File: config.mk
export PLATFORM = sky130hd
export DESIGN_NAME = guarded_retention_bank
export DESIGN_NICKNAME = d
export VERILOG_FILES = /design/src/rtl/retbank_pkg.sv /design/src/rtl/retbank_ctrl.sv /design/src/rtl/retbank_datapath.sv /design/src/rtl/guarded_retention_bank.sv
export SDC_FILE = /design/constraint.sdc
export NUM_CORES = 1
export LEC_CHECK = 0
export ABC_AREA = 1
export BUFFER_PORTS_ARGS = -buffer_cell sky130_fd_sc_hd__buf_2
export CAP_MARGIN = 20
export CORE_MARGIN = 2
export CORE_UTILIZATION = 40
export DETAILED_ROUTE_END_ITERATION = 7
export GPL_TIMING_DRIVEN = 0
export PLACE_DENSITY = 0.61
export SLEW_MARGIN = 0
export SYNTH_ARGS = -nofsm -noshare
export SYNTH_HDL_FRONTEND = slang
export SYNTH_SLANG_ARGS = --single-unit
File: constraint.sdc
create_clock -name clk -period 3.7 [get_ports clk]
set_input_delay 0.74 -clock clk [delete_from_list [all_inputs] [get_ports clk]]
set_output_delay 0.74 -clock clk [all_outputs]
set_load 0.01 [all_outputs]
File: src/rtl/retbank_pkg.sv
package retbank_pkg;
  localparam int NUM_SLOTS = 16;
  localparam int DATA_W    = 32;
  localparam int SLOT_W    = $clog2(NUM_SLOTS);

  typedef struct packed {
    logic                 modeWr;
    logic [NUM_SLOTS-1:0] slotWr;
    logic                 rdEn;
    logic                 rdMode;
    logic [NUM_SLOTS-1:0] slotRd;
    logic                 fault;
  } bankStrobe_t;
endpackage

File: src/rtl/retbank_ctrl.sv
module retbank_ctrl
  import retbank_pkg::*;
#(
  parameter int ADDR_W = 8
) (
  input  logic              clk,
  input  logic              rstRetN,
  input  logic              sysWrLockEn,
  input  logic              reqRd,
  input  logic              reqWr,
  input  logic [ADDR_W-1:0] reqAddr,
  input  logic [DATA_W-1:0] modeQ,
  input  logic              locked,
  output bankStrobe_t       strobe
);
  localparam int IDX_W = ADDR_W - 2;

  logic             aligned;
  logic [IDX_W-1:0] idx;
  logic [IDX_W-1:0] slotIdxFull;
  logic [SLOT_W-1:0] slotIdx;
  logic             isMode;
  logic             isSlot;
  logic             modeOk;
  logic             slotOk;

  assign aligned     = (reqAddr[1:0] == 2'b00);
  assign idx         = reqAddr[ADDR_W-1:2];
  assign slotIdxFull = idx - IDX_W'(1);
  assign slotIdx     = slotIdxFull[SLOT_W-1:0];
  assign isMode      = aligned && (idx == '0);
  assign isSlot      = aligned && (idx != '0) && (idx <= IDX_W'(NUM_SLOTS));
  assign modeOk      = !sysWrLockEn && !locked;
  assign slotOk      = !modeQ[slotIdx];

  always_comb begin
    strobe        = '0;
    strobe.rdEn   = reqRd;
    strobe.rdMode = reqRd && isMode;
    if (reqRd && isSlot) strobe.slotRd[slotIdx] = 1'b1;
    if (reqWr && isMode) begin
      strobe.modeWr = modeOk;
      strobe.fault  = !modeOk;
    end else if (reqWr && isSlot) begin
      strobe.slotWr[slotIdx] = slotOk;
      strobe.fault           = !slotOk;
    end
  end

  AST_ONE_WRITE_TARGET: assert property (@(posedge clk) disable iff (!rstRetN)
    $onehot0({strobe.modeWr, strobe.slotWr})) else $error("two write targets");
  AST_READ_ONE_SOURCE: assert property (@(posedge clk) disable iff (!rstRetN)
    $onehot0({strobe.rdMode, strobe.slotRd})) else $error("two read sources");
endmodule

File: src/rtl/retbank_datapath.sv
module retbank_datapath
  import retbank_pkg::*;
(
  input  logic              clk,
  input  logic              rstRetN,
  input  bankStrobe_t       strobe,
  input  logic [DATA_W-1:0] reqWdata,
  output logic [DATA_W-1:0] modeQ,
  output logic              locked,
  output logic [DATA_W-1:0] rdData,
  output logic              accessFault
);
  logic [DATA_W-1:0] slotQ [NUM_SLOTS];
  logic [DATA_W-1:0] slotVis [NUM_SLOTS];
  logic [DATA_W-1:0] rdNext;

  always_ff @(posedge clk or negedge rstRetN) begin
    if (!rstRetN) begin
      modeQ  <= '0;
      locked <= 1'b0;
    end else if (strobe.modeWr) begin
      modeQ  <= reqWdata;
      locked <= 1'b1;
    end
  end

  for (genvar n = 0; n < NUM_SLOTS; n++) begin : g_slot
    always_ff @(posedge clk or negedge rstRetN) begin
      if (!rstRetN) slotQ[n] <= '0;
      else if (strobe.slotWr[n]) slotQ[n] <= reqWdata;
    end
    assign slotVis[n] = (strobe.slotRd[n] && !modeQ[NUM_SLOTS+n]) ? slotQ[n] : '0;

    AST_WP_SLOT_STABLE: assert property (@(posedge clk) disable iff (!rstRetN)
      modeQ[n] |=> $stable(slotQ[n])) else $error("protected slot changed");
    AST_RP_READS_ZERO: assert property (@(posedge clk) disable iff (!rstRetN)
      (strobe.slotRd[n] && modeQ[NUM_SLOTS+n]) |=> (rdData == '0)) else $error("masked read leaked");
  end

  always_comb begin
    rdNext = strobe.rdMode ? modeQ : '0;
    for (int n = 0; n < NUM_SLOTS; n++) rdNext = rdNext | slotVis[n];
  end

  always_ff @(posedge clk or negedge rstRetN) begin
    if (!rstRetN) begin
      rdData      <= '0;
      accessFault <= 1'b0;
    end else begin
      if (strobe.rdEn) rdData <= rdNext;
      accessFault <= strobe.fault;
    end
  end

  AST_LOCK_STICKY: assert property (@(posedge clk) disable iff (!rstRetN)
    locked |=> locked) else $error("lock dropped");
  AST_LOCKED_MODE_FROZEN: assert property (@(posedge clk) disable iff (!rstRetN)
    locked |=> $stable(modeQ)) else $error("guard changed after lock");
endmodule

File: src/rtl/guarded_retention_bank.sv
module guarded_retention_bank
  import retbank_pkg::*;
#(
  parameter int ADDR_W = 8
) (
  input  logic              clk,
  input  logic              rstRetN,
  input  logic              sysWrLockEn,
  input  logic              reqRd,
  input  logic              reqWr,
  input  logic [ADDR_W-1:0] reqAddr,
  input  logic [31:0]       reqWdata,
  output logic [31:0]       rdData,
  output logic              accessFault
);
  bankStrobe_t       strobe;
  logic [DATA_W-1:0] modeQ;
  logic              locked;

  retbank_ctrl #(.ADDR_W(ADDR_W)) i_ctrl (
    .clk(clk), .rstRetN(rstRetN), .sysWrLockEn(sysWrLockEn),
    .reqRd(reqRd), .reqWr(reqWr), .reqAddr(reqAddr),
    .modeQ(modeQ), .locked(locked), .strobe(strobe)
  );

  retbank_datapath i_dp (
    .clk(clk), .rstRetN(rstRetN), .strobe(strobe), .reqWdata(reqWdata),
    .modeQ(modeQ), .locked(locked), .rdData(rdData), .accessFault(accessFault)
  );

  AST_LOCK_NEEDS_SYS_LOW: assert property (@(posedge clk) disable iff (!rstRetN)
    $rose(locked) |-> $past(!sysWrLockEn)) else $error("locked while system lock high");
  AST_FAULT_AFTER_WRITE: assert property (@(posedge clk) disable iff (!rstRetN)
    accessFault |-> $past(reqWr)) else $error("fault without a write");
endmodule

* Yosys cells after proc, flatten, opt, wreduce, memory -nomap -nowiden *
Cells that the tools add are included.

storage, ports and cells
  word-level logic and storage cells = 117
  flip-flop bits (word level) = 578
  output and inout port bits = 33
  input bits = 45

cells by class
  bitwise gates (word level) = 17
  order comparisons = 4
  reduce and logical (&&, ||, !) cells = 48
  $add $sub $neg = 1
  multiplexer cells = 27

operators by type and width
  cell                                                                              number
  32-bit two-way mux                                                                17
  32-bit bitwise OR                                                                 16
  16-bit two-way mux                                                                3
  1-bit logical AND                                                                 25
  1-bit logical NOT                                                                 20
  16-bit bitwise AND                                                                1
  6-bit by 5-bit less-or-equal comparator with 1-bit output, second input constant  1
  6-bit logical NOT                                                                 1
  4-bit by 6-bit less-than comparator with 1-bit output, second input constant      1
  6-bit nonzero test                                                                1
  4-bit by 5-bit less-than comparator with 1-bit output, second input constant      1
  1-bit two-way mux                                                                 5
  1-bit binary-select mux with 4-bit select                                         1
  1-bit demux with 4-bit select                                                     1
  4-bit by 1-bit >= comparator with 1-bit output, second input constant             1
  4-bit by 1-bit subtractor with 4-bit output, second input constant                1
  2-bit logical NOT                                                                 1

* Logic depth before layout (Yosys ltp) *
Gate-level depths: netlist of run 1.

  depth in word-level cells = 24
  depth in mapped cells = 17
  mapped depth without buffers = 14

* By module *
A second synthesis of run 1 with hierarchy kept.

second synthesis, totals
  cell total of the unflattened synthesis = 2825
  area, all modules = 27396.3 µm²

by module, submodules not included
  module            seq. area each (µm²)  instances  area each (µm²)  cells each
  retbank_datapath  14463.9               1          26681.8          2679
  retbank_ctrl      0.0                   1          714.4            146

* Worst setup path after synthesis of run 1 *
OpenSTA, ideal clock, no wires.

  path type = input to register
  from = input port reqAddr[2]
  to = register i_dp.slotQ[32] (netlist name)
  arrival time = 2671 ps
  cell stages on the path = 16
  required time = 3569 ps
  path buffers = 4
  slack = 898 ps
  setup time = 131 ps
  path through = buf_4 > inv_4 > buf_6 > ha_1 > inv_1 > nor2_1 > o21ai_1 > a21oi_1 > nor2_2 > nand3_2 > nor2_8 > buf_12 > nand2_8 > buf_6 > nand2_1 > o21ai_2

between the ends
  word-level cells in the longest chain between the ends = 8
  elaborated cells between the ends (all ways) = 20
  those cells by class = add/sub: 1; order compare: 3; mux: 6; bitwise: 1; reduce/logical: 9

ends and longest elaborated chain
  item                                                                                                                                           RTL line                      text
  start: declaration                                                                                                                             guarded_retention_bank.sv:11  input logic [ADDR_W-1:0] reqAddr,
  4-bit by 1-bit subtractor with 4-bit output                                                                                                    retbank_ctrl.sv:29            assign slotIdxFull = idx - IDX_W'(1);
  4-bit by 5-bit less-than comparator with 1-bit output (not written as such) or 4-bit by 1-bit >= comparator with 1-bit output (tied branches)  retbank_ctrl.sv:45            strobe.slotWr[slotIdx] = slotOk;
  1-bit logical AND (not written as such)                                                                                                        retbank_ctrl.sv:45
  1-bit two-way mux (not written as such)                                                                                                        retbank_ctrl.sv:45
  1-bit demux with 4-bit select                                                                                                                  -
  16-bit bitwise AND (no line)                                                                                                                   -
  16-bit two-way mux                                                                                                                             retbank_ctrl.sv:44            end else if (reqWr && isSlot) begin
  16-bit two-way mux (*)                                                                                                                         retbank_ctrl.sv:41            if (reqWr && isMode) begin
  end signal: indexed assignment                                                                                                                 retbank_datapath.sv:30        else if (strobe.slotWr[n]) slotQ[n] <= reqWdata;
  end: declaration                                                                                                                               retbank_datapath.sv:13        logic [DATA_W-1:0] slotQ [NUM_SLOTS];

Every way passes the cells marked *; elsewhere a longest branch is shown, timed or not. The select of a mux whose other input is x is not followed.
A chain may end at the register's enable or synchronous reset.

* Final worst setup path of run 1 *
  from = input port reqAddr[2]
  to = register i_dp.rdData[2]

between the ends
  word-level cells in the longest chain between the ends = 24
  elaborated cells between the ends (all ways) = 64
  those cells by class = add/sub: 1; order compare: 3; mux: 20; bitwise: 16; reduce/logical: 24

ends and longest elaborated chain
  item                                                                                                                                           RTL line                text
  4-bit by 1-bit subtractor with 4-bit output                                                                                                    retbank_ctrl.sv:29
  4-bit by 5-bit less-than comparator with 1-bit output (not written as such) or 4-bit by 1-bit >= comparator with 1-bit output (tied branches)  retbank_ctrl.sv:40      if (reqRd && isSlot) strobe.slotRd[slotIdx] = 1'b1;
  1-bit logical AND (not written as such)                                                                                                        retbank_ctrl.sv:40
  1-bit two-way mux (not written as such)                                                                                                        retbank_ctrl.sv:40
  1-bit demux with 4-bit select                                                                                                                  -
  16-bit two-way mux                                                                                                                             retbank_ctrl.sv:40
  1-bit logical AND                                                                                                                              retbank_datapath.sv:32  assign slotVis[n] = (strobe.slotRd[n] && !modeQ[NUM_SLOTS+n]) ? slotQ[n] : '0;
  32-bit two-way mux                                                                                                                             retbank_datapath.sv:32
  32-bit bitwise OR (15 in a row)                                                                                                                retbank_datapath.sv:42  for (int n = 0; n < NUM_SLOTS; n++) rdNext = rdNext | slotVis[n];
  32-bit bitwise OR (*)                                                                                                                          retbank_datapath.sv:42
  end signal: assignment                                                                                                                         retbank_datapath.sv:50  if (strobe.rdEn) rdData <= rdNext;
  end: declaration                                                                                                                               retbank_datapath.sv:10  output logic [DATA_W-1:0] rdData,

Every way passes the cells marked *; elsewhere a longest branch is shown, timed or not.

==> out/qor.txt, run 1 <==
Outcome = complete, no violations
M1 wire length = 42.0 mm
FILL cells = 6622
CP max-delay cell = clkbuf_1
Final Cycle Share = 0.980
FP Rows = 95
Delay-heaviest family, CP = simple AND/OR/NAND/NOR gates
Gr usage total = 0.294
RSZ-0062 raised after global routing = true
Syn avg cell area = 8.33 µm²
Endpoint class of the critical path = flop
Tmin final = 3.63 ns
Setup-failing EPs final = 0
Drt total wl = 101 mm
Root buffer cell = clkbuf_16
Peak supply drop = 0.289 mV
Total CTS buffers = 66
Net Count, Synth = 3284
Met3 WL post-DR = 9.83 mm
CP Max Fanout = 12
Via count = 23900
IO Port Bufs = 76
Final ANT Viol Nets = 0
Cell variety after synth = 29
Gpl congestion = 0.929
Cell mode on critical path = nor2_1
CP peak stage delay = 0.66 ns
Crit-path cells = buf_2 > buf_4 > inv_4 > buf_6 > ha_1 > inv_1 > nand2_1 > nand2_2 > nand3_1 > nor2_1 > clkbuf_1 > nand3_1 > nand2_1 > nor2_1 > nand3_1 > nor2_1 > nor2_1
Most frequent cells in the layout = nand2_1 (844), dfrtp_1 (578), nand3_1 (526)
Clk_skew = 0.0298 ns
Clock share of power = 0.462
First-pass GRT wire length = 152 mm
Largest net degree at the start of global routing = 107
Vias per inst = 5.55
H-tree lvl count = 3
Min-Delay Path Class = in -> async
DR iter-0 viols = 2981
Multi-input gate area in the final layout = 0.0106 mm²
Slew margin rel. = 0.175
Worst-case clock buffer depth = 3
I/O pin cnt = 78
Cell Area, Synth = 0.0270 mm²
Worst-path clk slew = 0.06 ns
CTS tree = done
Pins over their slew limit = 0
Crit path kind = in -> reg
Number of max-cap violations = 0
P_int = 10.8 mW
Hold-fix buffers, CTS = 0
Share of layout cells above drive strength 1 = 0.113
WL per Instance = 23.6 µm
Reg area = 0.0145 mm²
Core footprint = 0.0669 mm²
Cells after synthesis = 3234
Die width = 264 µm
Switching part of the total = 0.253
Hpwl dp = 74.4 mm
Pwr Total = 14.4 mW
Combinational share of power = 0.069
CP arrival = 4.17 ns
Max frequency = 0.276 GHz
DR pass1 iterations = 6
Area grow syn2layout = 14.3%
Die ar. = 0.0695 mm²
Sequential power share = 0.470
Yosys top cell by area = dfrtp_1
Hold Slack = 0.0252 ns
Sequential fraction of the synthesis area = 0.537
Worst slew pin tran = 1.24 ns
Vias in the first global route = 23100
Die H = 264 µm
Synth top area share = 0.537
Synth top area cells = dfrtp_1 (54%), nand2_1 (12%), nand3_1 (9.8%)
Flops & latches, synth = 578
Initial antenna violation count = 0
Sw Pwr = 3.65 mW
PD cells = 469 mW/mm²
Initial core utilization = 0.403
Lkg Pwr = 15.0 nW
Drc violations = 0
Synthesis Warnings = 0
Element type at the critical path start = input port
Uppermost layer routed = met4
Final Hold Violating Endpoints = 0
Num Clock Sinks = 578
Leading cell type in the layout, fill and taps excluded = nand2_1
Req. time, crit path = 4.24 ns
GR Overflow Total = 0
WL met2 = 45.8 mm
Clk_lat worst skew = 0.61 ns
Nets@finish = 3437
WP buf/inv = 6
[stage by stage]
stage | area [µm²] | instances | TNS, ns | utilization | worst slack (ns)
2_1_floorplan | 27000 | 3234 | 0 | - | 0.898
3_3_place_gp | 28400 | 4183 | -6141.40 | 0.425 | -10.65
3_5_place_dp | 28600 | 4191 | -22.98 | 0.428 | -1.09
4_1_cts | 30800 | 4307 | 0 | 0.460 | 0.00337
5_1_grt | 30800 | 4306 | -0.0366 | 0.460 | -0.0366
6_report | 30800 | 4308 | 0 | 0.460 | 0.0743
[flip-flops by register name, summed over array words and instances (netlist names)]
| signal | count |
|---|---|
| i_dp.modeQ | 32 |
| i_dp.slotQ | 512 |
| i_dp.rdData | 32 |
| i_dp.locked | 1 |
| i_dp.accessFault | 1 |
[cells by family after synthesis]
| logic type | count (synthesis) | synth area share |
|---|---|---|
| and+or+nand+nor | 1696 | 0.271 |
| AOI/OAI and AO/OA | 590 | 0.120 |
| buffers and inverters | 365 | 0.0702 |
| DFF | 578 | 0.537 |
| adders and majority gates | 5 | 0.00232 |
[cells in the mapped netlist, drive strengths merged]
cell and instances:
a21oi 34, buf 100, clkbuf 144, dfrtp 578
ha 5, inv 121, nand2 865, nand3 528
nand4 8, nor2 293, nor3 2, o21ai 553
o22ai 3
[per-layer routing]
| metal | GRT usage | up-vias |
|---|---|---|
| met5 | 0 | - |
| met4 | 0.122 | 0 |
| met3 | 0.0660 | 184 |
| met2 | 0.454 | 1151 |
| met1 | 0.398 | 11600 |
| li1 | - | 11000 |
[area by class of cell]
cell class | count | area share
clock inverter | 16 | 0.00544
buffer | 243 | 0.0467
sequential | 578 | 0.470
multi-input combinational | 2291 | 0.344
inverter | 121 | 0.0148
timing repair buffer | 86 | 0.0191
tap | 873 | 0.0355
clock buffer | 98 | 0.0642
antenna | 2 | 0.000163
[worst paths after layout]
check                           startpoint               to  slack, ns  cells after the start
setup reg to reg            i_dp.modeQ[18]  i_dp.rdData[14]       1.17                      8
min in group clk               sysWrLockEn      i_dp.locked       0.34                      2
max in group asynchronous          rstRetN  i_dp.rdData[31]       1.67                      5
hold / removal                     rstRetN  i_dp.slotQ[293]       0.03                      1
setup / recovery                reqAddr[2]   i_dp.rdData[2]       0.07                     17
hold reg to reg            i_dp.slotQ[255]  i_dp.slotQ[255]       0.48                      2
[power by group through the flow]
stage                     combinational, mW  clock, mW  sequential, mW
after floorplan                       0.496          0            6.86
after global placement                0.941          0            6.88
after detailed placement              0.981          0            6.88
after CTS                             0.985       6.67            6.77
after global routing                   1.10       6.95            6.81
final                                 0.991       6.67            6.78
[repair_timing]
action,in CTS,in global routing
cloned,0,0
setup endpoints to repair,20,20
pin swaps,1,0
buffers inserted,2,0
endpoints found under the hold margin,0,0
gates resized for setup,1,6
Note: power is estimated with default switching activity, not from simulation.
==> inputs of run 2 (changes only) <==
- PLACE_DENSITY: 0.61 -> not set
- PLACE_DENSITY_LB_ADDON: not set -> 0.12
- REMOVE_ABC_BUFFERS: not set -> 1
- clock period: 3.7 -> 3.1 ns (I/O delays scaled with it)
==> out/qor.txt, run 2 (synthesis results as in run 1) <==
Max frequency = 0.341 GHz
N_diodes = 0
Initial antenna violation count = 0
Vias per inst = 5.45
Nets@finish = 3237
IO Port Bufs = 77
FF-to-FF path depth = 11
GR Overflow Total = 0
Final Hold Violating Endpoints = 0
Core footprint = 0.0669 mm²
H-tree lvl count = 3
Num Clock Sinks = 578
Worst Hold Depth = 2
DR pass1 iterations = 6
Endpoint class of the critical path = flop
Number of max-cap violations = 0
Peak supply drop = 0.301 mV
First-pass GRT wire length = 132 mm
Min-Delay Path Class = in -> reg
Worst slew pin tran = 0.943 ns
Clk_skew = 0.0251 ns
CP peak stage delay = 0.53 ns
Worst-case clock buffer depth = 3
Die width = 264 µm
Setup-failing EPs final = 0
CP Max Fanout = 17
Max FFs per register = 512
WP buf/inv = 4
Crit path kind = in -> reg
I/O pin cnt = 78
WL per Instance = 21.0 µm
Vias in the first global route = 21600
Slew margin rel. = 0.368
Crit-path cells = buf_2 > inv_4 > ha_2 > nand3_1 > nand4_1 > buf_4 > buf_4 > nor2_4 > nand2_1 > nor2_1 > nor2_1 > nand3_1 > nor2_1 > nor2_1
Largest net degree at the start of global routing = 129
Root buffer cell = clkbuf_16
CP arrival = 3.47 ns
Drt total wl = 86.3 mm
DR iter-0 viols = 2171
Clk_lat worst skew = 0.62 ns
Area grow syn2layout = 12.6%
Gr usage total = 0.249
Biggest regs = i_dp.slotQ x512, i_dp.modeQ x32, i_dp.rdData x32
Hpwl dp = 47.9 mm
Final ANT Viol Nets = 0
PD cells = 563 mW/mm²
Hold Slack = 0.239 ns
Req. time, crit path = 3.63 ns
Total CTS buffers = 69
Outcome = complete, no violations
Share of layout cells above drive strength 1 = 0.109
Cell mode on critical path = nor2_1
CTS tree = done
Pins over their slew limit = 0
FP Rows = 95
Final Cycle Share = 0.946
Most frequent cells in the layout = nand2_1 (841), dfrtp_1 (578), nand3_1 (526)
Top reg by flops = i_dp.slotQ
Leading cell type in the layout, fill and taps excluded = nand2_1
Worst-path clk slew = 0.06 ns
WP depth = 14
Element type at the critical path start = input port
Gpl congestion = 0.767
Initial core utilization = 0.403
CP max-delay cell = nor2_4
Tmin final = 2.93 ns
Die ar. = 0.0695 mm²
Die H = 264 µm
Lkg Pwr = 14.7 nW
Via count = 22400
Delay-heaviest family, CP = simple AND/OR/NAND/NOR gates
Drc violations = 0
Non-filler instance count after layout = 4106
Cells after DPL = 3974
run 2: cell types whose count changed in the layout (fill, tap and decap cells not counted), moves of 4 or more:
cell	change
clkbuf_1	-139
buf_4	+9
nand2_4	+4
buf_16	+13
buf_6	-60
buf_2	-33
buf_12	+10
nor2_1	-15
clkbuf_8	+4
nor2_4	+16
run 2: stage by stage:
step	utilization	power, mW	setup TNS, ns	setup WS, ns	cell area, µm²
floorplan	-	8.73	-143.18	-3.03	25500
global placement	0.403	9.20	-7104.10	-10.76	27000
detailed placement	0.418	9.32	-400.44	-2.07	28000
CTS	0.453	17.3	0	0.00321	30300
global route	0.453	17.8	-0.000582	-0.000582	30300
finish	0.453	17.1	0	0.166	30300
run 2: timing repair:
item	4_1_cts	5_1_grt
pin swaps	2	2
hold buffers	1	0
resized for setup	4	2
endpoints found under the setup margin	267	49
endpoints found under the hold margin	46	0
gates cloned	2	1
setup buffers	8	3
run 2: area by class of cell:
class | count | area [µm²]
clock buffer | 105 | 2070
clock inverter | 12 | 111
fill | 6500 | 36600
inverter | 121 | 473
multi-input combinational | 2291 | 10800
sequential | 578 | 14500
tap | 873 | 1090
timing repair buffer | 126 | 1370
run 2: where the power goes:
group | total (mW) | switching [mW] | internal [mW]
clock | 7.89 | 3.22 | 4.67
combinational | 1.11 | 0.786 | 0.328
sequential | 8.08 | 0.181 | 7.90
total | 17.1 | 4.19 | 12.9
run 2: final timing paths:
check / start / endpoint / slack (ns)
setup reg to reg: i_dp.modeQ[3] / i_dp.slotQ[378] / 0.59
min in group asynchronous: rstRetN / i_dp.slotQ[246] / 0.53
hold / removal: sysWrLockEn / i_dp.locked / 0.24
max in group asynchronous: rstRetN / i_dp.slotQ[45] / 0.67
setup / recovery: reqAddr[2] / i_dp.rdData[6] / 0.17
hold reg to reg: i_dp.slotQ[51] / i_dp.slotQ[51] / 0.48
run 2: worst register-to-register path, delay by kind of cell, from the launching register on:
family / cells / cell delay, ns
buffers and inverters: 1 / 0.35
DFF: 1 / 0.42
AOI/OAI and AO/OA: 3 / 0.25
and+or+nand+nor: 7 / 1.36
run 2: routing by layer:
layer / vias up / routed length (µm) / GRT usage / part of all wire
li1: 10600 / - / - / -
met5: - / 0 / 0 / 0
met1: 11000 / 38500 / 0.344 / 0.45
met3: 143 / 5630 / 0.0431 / 0.065
met4: 0 / 2460 / 0.0843 / 0.029
met2: 713 / 39600 / 0.398 / 0.46
==> inputs of run 3 (changes only) <==
--- a/config.mk
+++ b/config.mk
@@ -9,6 +9,7 @@
 export BUFFER_PORTS_ARGS = -buffer_cell sky130_fd_sc_hd__buf_2
 export CAP_MARGIN = 20
+export CORE_ASPECT_RATIO = 0.5
 export CORE_MARGIN = 2
-export CORE_UTILIZATION = 40
+export CORE_UTILIZATION = 42
 export DETAILED_ROUTE_END_ITERATION = 7
 export GPL_TIMING_DRIVEN = 0
==> constraint.sdc (replaced) <==
create_clock -name clk -period 3.1 [get_ports clk]
set_input_delay 0.31 -clock clk [delete_from_list [all_inputs] [get_ports clk]]
set_output_delay 0.31 -clock clk [all_outputs]
set_load 0.01 [all_outputs]
==> out/qor.txt, run 3 (synthesis results as in run 1) <==
Min-Delay Path Class = in -> reg
DR pass1 iterations = 8
Final Cell Area = 0.0299 mm²
Tmin final = 2.91 ns
Worst setup margin = 0.185 ns
CP arrival = 3.46 ns
Vias in the first global route = 20600
Pins over their slew limit = 0
Num Clock Sinks = 578
Pwr Total = 16.0 mW
Share of layout cells above drive strength 1 = 0.103
Die ar. = 0.0663 mm²
Peak supply drop = 0.342 mV
Utilization after layout = 0.472
I/O pin cnt = 78
Drc violations = 0
CP peak stage delay = 0.45 ns
Initial core utilization = 0.426
Number of max-cap violations = 0
Most frequent cells in the layout = nand2_1 (841), dfrtp_1 (578), nand3_1 (526)
Root buffer cell = clkbuf_16
WP buf/inv = 5
Req. time, crit path = 3.64 ns
Area grow syn2layout = 10.9%
Gr usage total = 0.259
Worst-case clock buffer depth = 3
Core footprint = 0.0633 mm²
Leading cell type in the layout, fill and taps excluded = nand2_1
Die H = 183 µm
Largest net degree at the start of global routing = 116
WL per Instance = 21.0 µm
Die width = 362 µm
Nets@finish = 3224
Setup-failing EPs final = 0
Cell mode on critical path = nor2_1
Gpl congestion = 0.804
Biggest regs = i_dp.slotQ x512, i_dp.modeQ x32, i_dp.rdData x32
Final Hold Violating Endpoints = 0
First-pass GRT wire length = 130 mm
FILL cells = 6207
Drt total wl = 85.1 mm
Endpoint class of the critical path = flop
H-tree lvl count = 2
RSZ-0062 raised after global routing = false
Lkg Pwr = 14.5 nW
Delay-heaviest family, CP = buffers and inverters
Setup_tns = 0 ns
Clk_skew = 0.0195 ns
Crit-path cells = buf_2 > inv_4 > ha_1 > nand3_1 > nand4_1 > bufinv_16 > buf_16 > buf_16 > nand2_1 > nor2_1 > nor2_1 > nand3_1 > nor2_1 > nor2_1
Final ANT Viol Nets = 0
CP Max Fanout = 81
Hpwl dp = 47.0 mm
Top reg by flops = i_dp.slotQ
Crit path kind = in -> reg
Initial antenna violation count = 2
Element type at the critical path start = input port
Via count = 22100
Total CTS buffers = 54
Max FFs per register = 512
Outcome = complete, no violations
CP max-delay cell = bufinv_16
Max frequency = 0.343 GHz
IO Port Bufs = 77
Final Cycle Share = 0.940
DR iter-0 viols = 2111
Clk_lat worst skew = 0.61 ns
FP Rows = 65
Setup slack at placement = -1.74 ns
Worst slew pin tran = 0.974 ns
Slew margin rel. = 0.349
PD cells = 536 mW/mm²
CTS tree = done
Area post-placement = 0.0279 mm²
Vias per inst = 5.44
GR Overflow Total = 0
Worst-path clk slew = 0.07 ns
## run 3: cell types whose count changed in the layout (fill, tap and decap cells not counted), sizes merged
cell	delta
bufinv	+3
buf	+1
clkbuf	-17
clkinv	-5
dlygate4sd3	+1
diode	+1
inv	-2
## run 3: per-layer routing
| metal | vias up | wire length (µm) | track usage |
|---|---|---|---|
| li1 | 10500 | - | - |
| met1 | 10700 | 40200 | 0.385 |
| met2 | 669 | 37500 | 0.401 |
| met3 | 106 | 5820 | 0.0407 |
| met4 | 0 | 1600 | 0.0568 |
| met5 | - | 0 | 0 |
## run 3: path summary, 6_finish.rpt
path,to,slack (ns),cells past startpoint,startpoint
min,i_dp.locked,0.05,3,reqWr
max,i_dp.rdData[26],0.19,14,reqAddr[2]
max reg2reg,i_dp.rdData[0],0.65,7,i_dp.modeQ[24]
min in group asynchronous,i_dp.slotQ[47],0.16,2,rstRetN
max in group asynchronous,i_dp.slotQ[83],0.96,5,rstRetN
min reg2reg,i_dp.slotQ[249],0.48,2,i_dp.slotQ[249]
## run 3: power breakdown
group	switching (mW)	internal, mW	leakage [nW]	total (mW)
clock network	2.96	3.89	0.873	6.85
registers	0.179	7.89	7.95	8.07
logic	0.786	0.327	5.67	1.11
## run 3: repair_timing
item | in CTS | in global routing
pin swaps | 1 | 1
endpoints found under the setup margin | 33 | 140
buffers inserted | 1 | 10
hold buffers | 2 | 0
cloned | 3 | 0
gates resized for setup | 5 | 3
endpoints found under the hold margin | 37 | 0
## run 3: layout make-up
cell class                 instances  area (µm²)  share of cell area
antenna                            1        2.50           0.0000837
timing repair buffer             127        1340              0.0447
sequential                       578       14500               0.484
tap                              837        1050              0.0350
clock inverter                     7         114             0.00381
multi-input combinational       2291       10800               0.360
timing repair inverter             1        8.76            0.000293
clock buffer                      89        1660              0.0557
inverter                         121         483              0.0162
## run 3: worst min-delay path, stage by stage
cell and delay [ns]:
buf_2 0.12, nand2_1 0.10, o21ai_0 0.08
## run 3: through the flow
step	hold slack, ns	instances
floorplan	0.0144	2990
global placement	0.465	3904
detailed placement	0.201	3939
CTS	0.0286	4041
global route	0.0865	4051
finish	0.0450	4052
